[src/rtl/tlw_pkg.sv]
package tlw_pkg;

    // Kind of register selected by an index on the register port
    typedef enum logic [1:0] {
        ACC_LIMIT  = 2'd0,
        ACC_STATUS = 2'd1,
        ACC_CONFIG = 2'd2,
        ACC_NONE   = 2'd3
    } acc_kind_e;

    // Limits occupy 0..num_lim-1, then status, then configuration
    function automatic acc_kind_e classify(input int unsigned idx,
                                           input int unsigned num_lim);
        if (idx < num_lim)
            return ACC_LIMIT;
        else if (idx == num_lim)
            return ACC_STATUS;
        else if (idx == num_lim + 1)
            return ACC_CONFIG;
        else
            return ACC_NONE;
    endfunction

endpackage

[src/rtl/tlw_limit_regs.sv]
module tlw_limit_regs #(
    parameter int TEMP_W  = 8,
    parameter int NUM_LIM = 6,
    parameter int IDX_W   = 3
) (
    input  logic                             clk,
    input  logic                             rst_n,
    input  logic                             wr_en,
    input  logic [IDX_W-1:0]                 wr_idx,
    input  logic [TEMP_W-1:0]                wr_data,
    output logic [NUM_LIM-1:0][TEMP_W-1:0]   limits_o
);

    localparam logic [TEMP_W-1:0] UPPER_RST = {1'b0, {(TEMP_W-1){1'b1}}};
    localparam logic [TEMP_W-1:0] LOWER_RST = {1'b1, {(TEMP_W-1){1'b0}}};

    typedef struct packed {
        logic [NUM_LIM-1:0][TEMP_W-1:0] lim;
    } lim_state_t;

    lim_state_t st_d, st_q;

    always_comb begin
        st_d = st_q;
        for (int i = 0; i < NUM_LIM; i++) begin
            if (wr_en && (wr_idx == IDX_W'(i)))
                st_d.lim[i] = wr_data;
        end
    end

    always_ff @(posedge clk or negedge rst_n) begin
        if (!rst_n) begin
            for (int i = 0; i < NUM_LIM; i++)
                st_q.lim[i] <= ((i % 2) == 0) ? UPPER_RST : LOWER_RST;
        end else begin
            st_q <= st_d;
        end
    end

    assign limits_o = st_q.lim;

endmodule

[src/rtl/tlw_channel_cmp.sv]
module tlw_channel_cmp #(
    parameter int TEMP_W = 8
) (
    input  logic              valid_i,
    input  logic [TEMP_W-1:0] sample_i,
    input  logic [TEMP_W-1:0] upper_i,
    input  logic [TEMP_W-1:0] lower_i,
    output logic              over_o,
    output logic              under_o
);

    logic signed [TEMP_W-1:0] s_val, s_up, s_lo;

    always_comb begin
        s_val   = $signed(sample_i);
        s_up    = $signed(upper_i);
        s_lo    = $signed(lower_i);
        // strict comparisons: equality never trips
        over_o  = valid_i && (s_val > s_up);
        under_o = valid_i && (s_val < s_lo);
    end

endmodule

[src/rtl/tlw_flag_latch.sv]
module tlw_flag_latch #(
    parameter int NUM_FLAGS = 4
) (
    input  logic                 clk,
    input  logic                 rst_n,
    input  logic [NUM_FLAGS-1:0] set_i,
    input  logic                 clr_i,
    output logic [NUM_FLAGS-1:0] flags_o
);

    typedef struct packed {
        logic [NUM_FLAGS-1:0] flags;
    } flag_state_t;

    flag_state_t st_d, st_q;

    always_comb begin
        st_d = st_q;
        if (clr_i)
            st_d.flags = '0;
        // a set arriving with the clear wins
        st_d.flags = st_d.flags | set_i;
    end

    always_ff @(posedge clk or negedge rst_n) begin
        if (!rst_n)
            st_q <= '0;
        else
            st_q <= st_d;
    end

    assign flags_o = st_q.flags;

endmodule

[src/rtl/thermal_limit_watch.sv]
module thermal_limit_watch
    import tlw_pkg::*;
#(
    parameter  int TEMP_W    = 8,
    parameter  int NUM_CH    = 2,
    parameter  int NUM_AUX   = 2,
    localparam int NUM_FLAGS = 2 * NUM_CH,
    localparam int NUM_LIM   = 2 * NUM_CH + NUM_AUX,
    localparam int ADDR_W    = $clog2(NUM_LIM + 2)
) (
    input  logic                           clk,
    input  logic                           rst_n,
    input  logic                           conv_done,
    input  logic [NUM_CH-1:0][TEMP_W-1:0]  reading_i,
    input  logic                           reg_wr,
    input  logic                           reg_rd,
    input  logic [ADDR_W-1:0]              reg_addr,
    input  logic [TEMP_W-1:0]              reg_wdata,
    output logic [TEMP_W-1:0]              reg_rdata,
    output logic [NUM_FLAGS-1:0]           status_o,
    output logic                           alert_n
);

    typedef struct packed {
        logic                          pending;
        logic [NUM_CH-1:0][TEMP_W-1:0] sample;
        logic [TEMP_W-1:0]             rdata;
        logic                          mask;
    } top_state_t;

    top_state_t st_d, st_q;

    acc_kind_e                      kind;
    logic [NUM_LIM-1:0][TEMP_W-1:0] limits;
    logic [TEMP_W-1:0]              lim_sel;
    logic [NUM_FLAGS-1:0]           trip;
    logic [NUM_FLAGS-1:0]           flags;
    logic                           status_clr;
    logic                           cmp_pending;
    logic                           cfg_mask;

    assign kind        = classify(int'(reg_addr), NUM_LIM);
    assign status_clr  = reg_rd && (kind == ACC_STATUS);
    assign cmp_pending = st_q.pending;
    assign cfg_mask    = st_q.mask;

    tlw_limit_regs #(
        .TEMP_W  (TEMP_W),
        .NUM_LIM (NUM_LIM),
        .IDX_W   (ADDR_W)
    ) limits_i (
        .clk      (clk),
        .rst_n    (rst_n),
        .wr_en    (reg_wr && (kind == ACC_LIMIT)),
        .wr_idx   (reg_addr),
        .wr_data  (reg_wdata),
        .limits_o (limits)
    );

    // one comparator per channel: upper at 2c, lower at 2c+1
    for (genvar c = 0; c < NUM_CH; c++) begin : g_chan
        tlw_channel_cmp #(
            .TEMP_W (TEMP_W)
        ) cmp_i (
            .valid_i  (cmp_pending),
            .sample_i (st_q.sample[c]),
            .upper_i  (limits[2*c]),
            .lower_i  (limits[2*c+1]),
            .over_o   (trip[2*c]),
            .under_o  (trip[2*c+1])
        );
    end

    tlw_flag_latch #(
        .NUM_FLAGS (NUM_FLAGS)
    ) flags_i (
        .clk     (clk),
        .rst_n   (rst_n),
        .set_i   (trip),
        .clr_i   (status_clr),
        .flags_o (flags)
    );

    always_comb begin
        lim_sel = '0;
        for (int i = 0; i < NUM_LIM; i++) begin
            if (reg_addr == ADDR_W'(i))
                lim_sel = limits[i];
        end
    end

    always_comb begin
        st_d         = st_q;
        st_d.pending = conv_done;
        if (conv_done)
            st_d.sample = reading_i;
        if (reg_wr && (kind == ACC_CONFIG))
            st_d.mask = reg_wdata[TEMP_W-1];
        if (reg_rd) begin
            unique case (kind)
                ACC_LIMIT:  st_d.rdata = lim_sel;
                ACC_STATUS: st_d.rdata = {{(TEMP_W-NUM_FLAGS){1'b0}}, flags};
                ACC_CONFIG: st_d.rdata = {st_q.mask, {(TEMP_W-1){1'b0}}};
                default:    st_d.rdata = '0;
            endcase
        end
    end

    always_ff @(posedge clk or negedge rst_n) begin
        if (!rst_n)
            st_q <= '0;
        else
            st_q <= st_d;
    end

    assign reg_rdata = st_q.rdata;
    assign status_o  = flags;
    assign alert_n   = ~((|flags) & ~cfg_mask);

endmodule

[config.mk]
export PLATFORM = sky130hd
export DESIGN_NAME = thermal_limit_watch
export DESIGN_NICKNAME = d
export VERILOG_FILES = /design/src/rtl/tlw_pkg.sv /design/src/rtl/tlw_limit_regs.sv /design/src/rtl/tlw_channel_cmp.sv /design/src/rtl/tlw_flag_latch.sv /design/src/rtl/thermal_limit_watch.sv
export SDC_FILE = /design/constraint.sdc
export NUM_CORES = 1
export LEC_CHECK = 0
export BUFFER_PORTS_ARGS = -buffer_cell sky130_fd_sc_hd__buf_2
export CAP_MARGIN = 40
export CORE_ASPECT_RATIO = 1.2
export CORE_UTILIZATION = 51
export DETAILED_ROUTE_END_ITERATION = 7
export PLACE_DENSITY = 0.74
export SYNTH_ARGS = -nofsm -noshare
export SYNTH_HDL_FRONTEND = slang
export SYNTH_SLANG_ARGS = --single-unit
[constraint.sdc]
create_clock -name clk -period 1.5 [get_ports clk]
set_input_delay 0.3 -clock clk [delete_from_list [all_inputs] [get_ports clk]]
set_output_delay 0.3 -clock clk [all_outputs]
set_load 0.02 [all_outputs]
==> results of run 1 <==
-- layout make-up --
cell class | count | area, µm²
repair buffers | 74 | 503
well taps | 95 | 119
clock inverters | 3 | 90.1
flip-flops and latches | 78 | 1980
multi-input cells | 262 | 2230
inverters | 33 | 124
clock buffers | 13 | 159
fillers | 651 | 2900
-- where the power goes --
group          internal [mW]  leakage [nW]  total, mW  switching (mW)
Combinational          0.945          1.32       1.93           0.990
Sequential              2.59         0.895       2.88           0.284
Clock                   1.20         0.124       1.94           0.737
-- per-layer routing --
layer  vias to the layer above  wire [µm]  part of all wire, %  global-route usage (%)
met4                         0        227                  2.3                    10.1
met5                         -          0                    0                       0
met2                        76       4860                   49                    41.3
met1                      1526       4390                   44                    32.7
li1                       1513          -                    -                       -
met3                        16        455                  4.6                    4.36
-- per-stage QoR --
stage	utilization (%)	total power, mW	cells
after global placement	59.1	4.51	541
after detailed placement	59.1	4.62	541
after CTS	63.3	6.68	558
final	64.2	6.75	558
after floorplan	-	3.99	390
after global routing	64.2	7.12	558
-- cells in the final DEF, fill, tap and decap left out, types with 5 or more instances in the layout --
| master | synthesis | layout |
|---|---|---|
| o22ai_1 | 5 | 5 |
| nand3_1 | 10 | 9 |
| mux2_4 | 8 | 8 |
| nor2_1 | 6 | 6 |
| buf_2 | 6 | 42 |
| dfstp_2 | 24 | 24 |
| ha_1 | 30 | 21 |
| o21ai_0 | 43 | 39 |
| a21oi_1 | 12 | 8 |
| buf_4 | 3 | 27 |
| nand2_1 | 35 | 35 |
| mux2_2 | 35 | 35 |
| nor2b_1 | 16 | 16 |
| inv_1 | 33 | 30 |
| mux2i_1 | 13 | 13 |
| ha_4 | 0 | 9 |
| clkbuf_8 | 0 | 11 |
| dfrtp_1 | 54 | 54 |
-- what timing repair did --
action	CTS	global route
setup buffers	0	0
endpoints found under the hold margin	8	0
pin swaps	11	10
setup endpoints to repair	5	5
resized for setup	15	15
hold buffers	1	0
-- logic make-up after synthesis --
family / count (synthesis) / synth area share [%]
compound gates: 87 / 12.3
fa+ha+maj: 30 / 8.84
buf+inv: 50 / 5.39
flops: 78 / 46.7
mux: 57 / 15.7
simple gates: 88 / 11.1
-- synthesized netlist by cell type, drive strengths merged --
library cell and instances:
dfrtp 54, mux2 43, o21ai 43, nand2 35, inv 33, ha 30, dfstp 24, nor2b 16
buf 13, mux2i 13, a21oi 12, nand3 10, a211oi 6, nand2b 6, nor2 6, o22ai 5
clkbuf 4, o22a 4, a31o 3, and3 3, nand4b 3, nor3b 3, o311ai 3, a22oi 2
a31oi 2, nand4 2, nor3 2, o211ai 2, o31ai 2, mux4 1, nor4b 1, o2111ai 1
o21a 1, o41ai 1, or2 1
-- flip-flops by register name, summed over array words and instances (netlist names) --
signal,flops
st_q,16
cfg_mask,1
flags_i.flags_o,4
reg_rdata,8
cmp_pending,1
limits_i.limits_o,48
-- worst max path at each step --
stage | depth (start not counted) | endpoint | startpoint
after global placement | 6 | flags_i.flags_o[1]$_DFF_PN0_ | limits_i.limits_o[15]$_DFFE_PN1P_
after detailed placement | 6 | flags_i.flags_o[1]$_DFF_PN0_ | limits_i.limits_o[15]$_DFFE_PN1P_
after floorplan | 6 | limits_i.limits_o[24]$_DFFE_PN0P_ | reg_addr[2]
after global routing | 2 | alert_n | flags_i.flags_o[2]$_DFF_PN0_
after CTS | 2 | alert_n | flags_i.flags_o[2]$_DFF_PN0_
final | 2 | alert_n | flags_i.flags_o[2]$_DFF_PN0_
-- worst min-delay path, stage by stage --
cell	delay (ps)
buf_2	70
nand2_1	40
o21ai_0	60
==> metrics, run 1 <==
status=finished, violations left; violated checks=setup timing; Antenna Cells=0; reg2reg setup slack=-50 ps; Avg Inst Size Synth=10.9 µm²; Yosys cell types=42; hold path depth=3; Yosys top cell by area=dfrtp_1; Final WS setup=-99.1 ps; Slew @ Worst Pin=approximately 440 ps; Routed Antenna Nets=0; Synth area leaders=dfrtp_1 (32%), dfstp_2 (15%), mux2_2 (9.3%), ha_1 (8.8%), o21ai_0 (5.1%); leakage=2.33 nW; Crit. End Element=output port; core footprint=0.00811 mm²; Syn Std Cell Area=~0.0042 mm²; Setup-failing EPs final=2; final period utilization=107%; Post-DP Area=0.00479 mm²; vias per cell=5.61; initial antenna violation count=0; total CTS buffers=9; Synth Instances=390; Crit Path Max Fanout=2; clk slew on worst S/H paths=80 ps; Worst Path Buf+Inv=1; Layout Cell Area excl Fill=0.00521 mm²; Root Buffer=clkbuf_8; Die X=85.3 µm; FF-to-FF Start=limits_i.limits_o[15]$_DFFE_PN1P_; Crit Reg-Reg Endpoint=flags_i.flags_o[1]$_DFF_PN0_; top-area cell type share of the netlist area=a little under a third; worst path cell trace=o41ai_2, buf_4; first-pass GRT wire length=16200 µm; syn_nets=roughly 450; Synth warnings=0; P&R area growth vs syn=22.7%; VDD IR max=0.588 mV; Worst path slowest cell=dfrtp_1; hold_ws=approximately 160 ps; PwrDens=~1300 mW/mm²; vias in the first global route=3179; CP Class=register to output port; gr ovfl total=0; Arrival @ worst endpoint=about 1300 ps; Tmin final=roughly 1600 ps; largest net degree at the start of global routing=38; Clock Tree Buf Depth=2; H-tree depth=3; unrepaired setup endpoints after global routing=yes; final WL=9930 µm; worst endpoint required time=1200 ps; Placement Setup Slack=-165 ps; Hold Path Sink=st_q[9]$_DFFE_PN0P_; crit-path leading delay family=flip-flops; Layout Nets=520; fmax=between 600 and 700 MHz; Core Rows=36; routability cong.=0.860; #FFs+latches synth=78; Slew HR=a little over two thirds; endpoints failing hold=0; Setup Total Neg Slack=-144 ps; worst skew pair latency=350 ps; die height=102 µm; proportion of layout cells with a drive suffix above 1=approximately two fifths; DR vias=3131; dpl hpwl=roughly 7500 µm; Starting Density=52.4%; hold path startpoint=reading_i[0]; Seq/Total Area, Yosys=46.7%; DRT iter0 DRCs=roughly 180; Setup crit start kind=register; # port buffers=44; Top Ports=45; Worst Reg2Reg Path Length in Cells=6; Post-route DRC=0; Max Cap Violations=0; TritonCTS clock tree=yes; slowest stage delay, CP=a little over 400 ps; Die ar.=0.00869 mm²; Slew Viols, Final=0; WL/cell=17.8 µm; Clock Sinks=78; clock skew=8.38 ps; 1st-pass router iterations=4; worst hold path type=input port to register; Tot GR Track Use=24.9%
No activity file was read; power rests on OpenSTA's default activity.
==> inputs of run 2 (changes only) <==
--- a/config.mk
+++ b/config.mk
@@ -5,6 +5,7 @@
 export SDC_FILE = /design/constraint.sdc
 export NUM_CORES = 1
 export LEC_CHECK = 0
+export ABC_CLOCK_PERIOD_IN_PS = 1500
 export BUFFER_PORTS_ARGS = -buffer_cell sky130_fd_sc_hd__buf_2
 export CAP_MARGIN = 40
 export CORE_ASPECT_RATIO = 1.2
==> constraint.sdc (replaced) <==
create_clock -name clk -period 1.5 [get_ports clk]
set_input_delay 0.3 -clock clk [delete_from_list [all_inputs] [get_ports clk]]
set_output_delay 0.3 -clock clk [all_outputs]
set_load 0.05 [all_outputs]
==> run 2 against run 1 <==
  * The flow finishes with violations (DRC, setup timing)
  * Non-clock buffer count is 1 higher
  * Cell count up 0.18%
  * Sequential share of layout area is 0.55 points higher
  * Utilization shrank 0.80 points
  * Hold slack worse by 17 ps
  * Combinational power increased by 9.8%
==> metrics, run 2 (synthesis results as in run 1) <==
worst endpoint required time=1200 ps (about the same); global routing's busiest layer=met2; P&R area growth vs syn=21.2%; Antenna Cells=0 (unchanged); Routed Antenna Nets=0 (unchanged); Slew HR=69.0% (-1.6 points); Clock Tree Buf Depth=2 (unchanged); Crit Path Max Fanout=2 (unchanged); endpoints failing hold=0 (unchanged); H-tree depth=3 (unchanged); TritonCTS clock tree=yes; Tot GR Track Use=26.1% (+1.2 points); Top Ports=45 (unchanged); Post-route DRC=1 (+1); Tmin final=1660 ps (+59.5 ps); Post-DP Area=0.00480 mm² (+0.16%); Worst Setup SP=flags_i.flags_o[2]$_DFF_PN0_; VDD IR max=0.751 mV (+28%); leakage=2.32 nW (-0.53%); clk slew on worst S/H paths=80 ps (about the same); FF-to-FF Start=limits_i.limits_o[6]$_DFFE_PN1P_; max reg flops=48 (unchanged); gr ovfl total=0 (unchanged); Root Buffer=clkbuf_8; unrepaired setup endpoints after global routing=yes; final period utilization=111% (+4.0 points); WL/cell=18.6 µm (+4.5%); Slew Viols, Final=0 (unchanged); violated checks=DRC, setup timing; placed cells=540 (-0.18%); Core Rows=36 (unchanged); commonest non-fill, non-tap cell in the layout=dfrtp_1; fmax=603 MHz (-3.6%); vias in the first global route=3354 (+5.5%); final WL=10400 µm (+4.7%); initial antenna violation count=0 (unchanged); PwrDens=1270 mW/mm² (-2.2%); most frequent cells in the layout=dfrtp_1 (51), o21ai_0 (39), buf_2 (39); die height=102 µm (unchanged); Layout Cell Area excl Fill=0.00514 mm² (-1.2%); Crit. End Element=output port; first-pass GRT wire length=16800 µm (+3.9%); # port buffers=44 (unchanged); vias per cell=5.70 (+1.6%); hold path startpoint=reading_i[8]; core footprint=0.00811 mm² (unchanged); DRT iter0 DRCs=174 (-1.1%); Arrival @ worst endpoint=1360 ps (+60 ps); Clock Sinks=78 (unchanged); Die ar.=0.00869 mm² (unchanged); Setup crit start kind=register; Starting Density=52.4% (unchanged); DR vias=3186 (+1.8%); Setup-failing EPs final=3 (+1); CP Class=register to output port; routability cong.=0.888 (+3.2%); Max Cap Violations=0 (unchanged); Layout Nets=521 (+0.19%); largest net degree at the start of global routing=79 (+110%); Setup Total Neg Slack=-231 ps (-86.6 ps); Slew @ Worst Pin=464 ps (+24.4 ps); 1st-pass router iterations=6 (+2); Die X=85.3 µm (unchanged); Final WS setup=-159 ps (-59.5 ps); worst hold path type=input port to register; dpl hpwl=7640 µm (+1.4%); proportion of layout cells with a drive suffix above 1=41.4% (+0.99 points); GR Util met2=44.5% (+3.3 points); status=finished, violations left; total CTS buffers=9 (unchanged); Post-Layout Cell Count=559 (+0.18%); worst skew pair latency=370 ps (+20 ps); M1 GR Usage=31.9% (-0.82 points); clock skew=13.4 ps (+5.02 ps); met3 usage=4.12% (-0.24 points)
==> run 2: cell types whose count changed in the layout (fill, tap and decap cells not counted), moves of 2 or more <==
cell        previous run  this run
clkinv_2               0         2
clkbuf_1               2         0
bufinv_16              3         0
dfrtp_2                0         3
dfrtp_1               54        51
clkinvlp_4             0         2
buf_2                 42        39
inv_2                  3         5
inv_1                 30        28
buf_4                 27        30
==> run 2: worst max-delay path, stage by stage, from the launching register on <==
cell and delay [ps]:
dfrtp_1 430, o41ai_4 370, buf_6 200
==> run 2: through the flow <==
stage | power (mW) | hold slack, ps | util, % | setup slack (ps)
after detailed placement | 4.83 | 353 | 59.2 | -144
after CTS | 6.43 | 131 | 62.6 | -175
after global placement | 4.73 | 347 | 59.2 | -70.3
final | 6.51 | 144 | 63.4 | -159
after floorplan | 4.17 | 4.41 | - | -97.6
after global routing | 6.87 | 146 | 63.4 | -209
==> run 2: where the power goes <==
| group | total [mW] | internal [mW] | switching (mW) |
|---|---|---|---|
| registers | 2.91 | 2.60 | 0.311 |
| logic | 2.12 | 0.967 | 1.15 |
| clock network | 1.49 | 0.688 | 0.799 |
==> run 2: final timing paths <==
path                       cells after the start                           endpoint  slack [ps]
hold / removal                                 3               st_q[17]$_DFFE_PN0P_         140
setup reg to reg                               6       flags_i.flags_o[0]$_DFF_PN0_         -50
hold reg to reg                                1  limits_i.limits_o[46]$_DFFE_PN0P_         520
min in group asynchronous                      3               st_q[23]$_DFFE_PN0P_         480
max in group asynchronous                      3  limits_i.limits_o[20]$_DFFE_PN1P_         640
setup / recovery                               2                            alert_n        -160
==> run 2: what timing repair did <==
action	4_1_cts	5_1_grt
gates cloned	0	0
endpoints found under the hold margin	54	0
pin swaps	12	4
buffers inserted	2	0
gates resized for setup	19	15
setup endpoints to repair	6	7
hold buffers	1	0
==> run 2: area by class of cell <==
type                    count  area, µm²
flip-flops and latches     78       1990
clock buffers              11        151
multi-input cells         262       2210
fillers                   652       2960
well taps                  95        119
inverters                  33        124
repair buffers             75        522
clock inverters             5       33.8
==> run 2: per-layer routing <==
metal | share of wire, % | wire length [µm]
met3 | 4.2 | 432
met2 | 50 | 5220
met4 | 3.5 | 363
met5 | 0 | 0
met1 | 42 | 4380
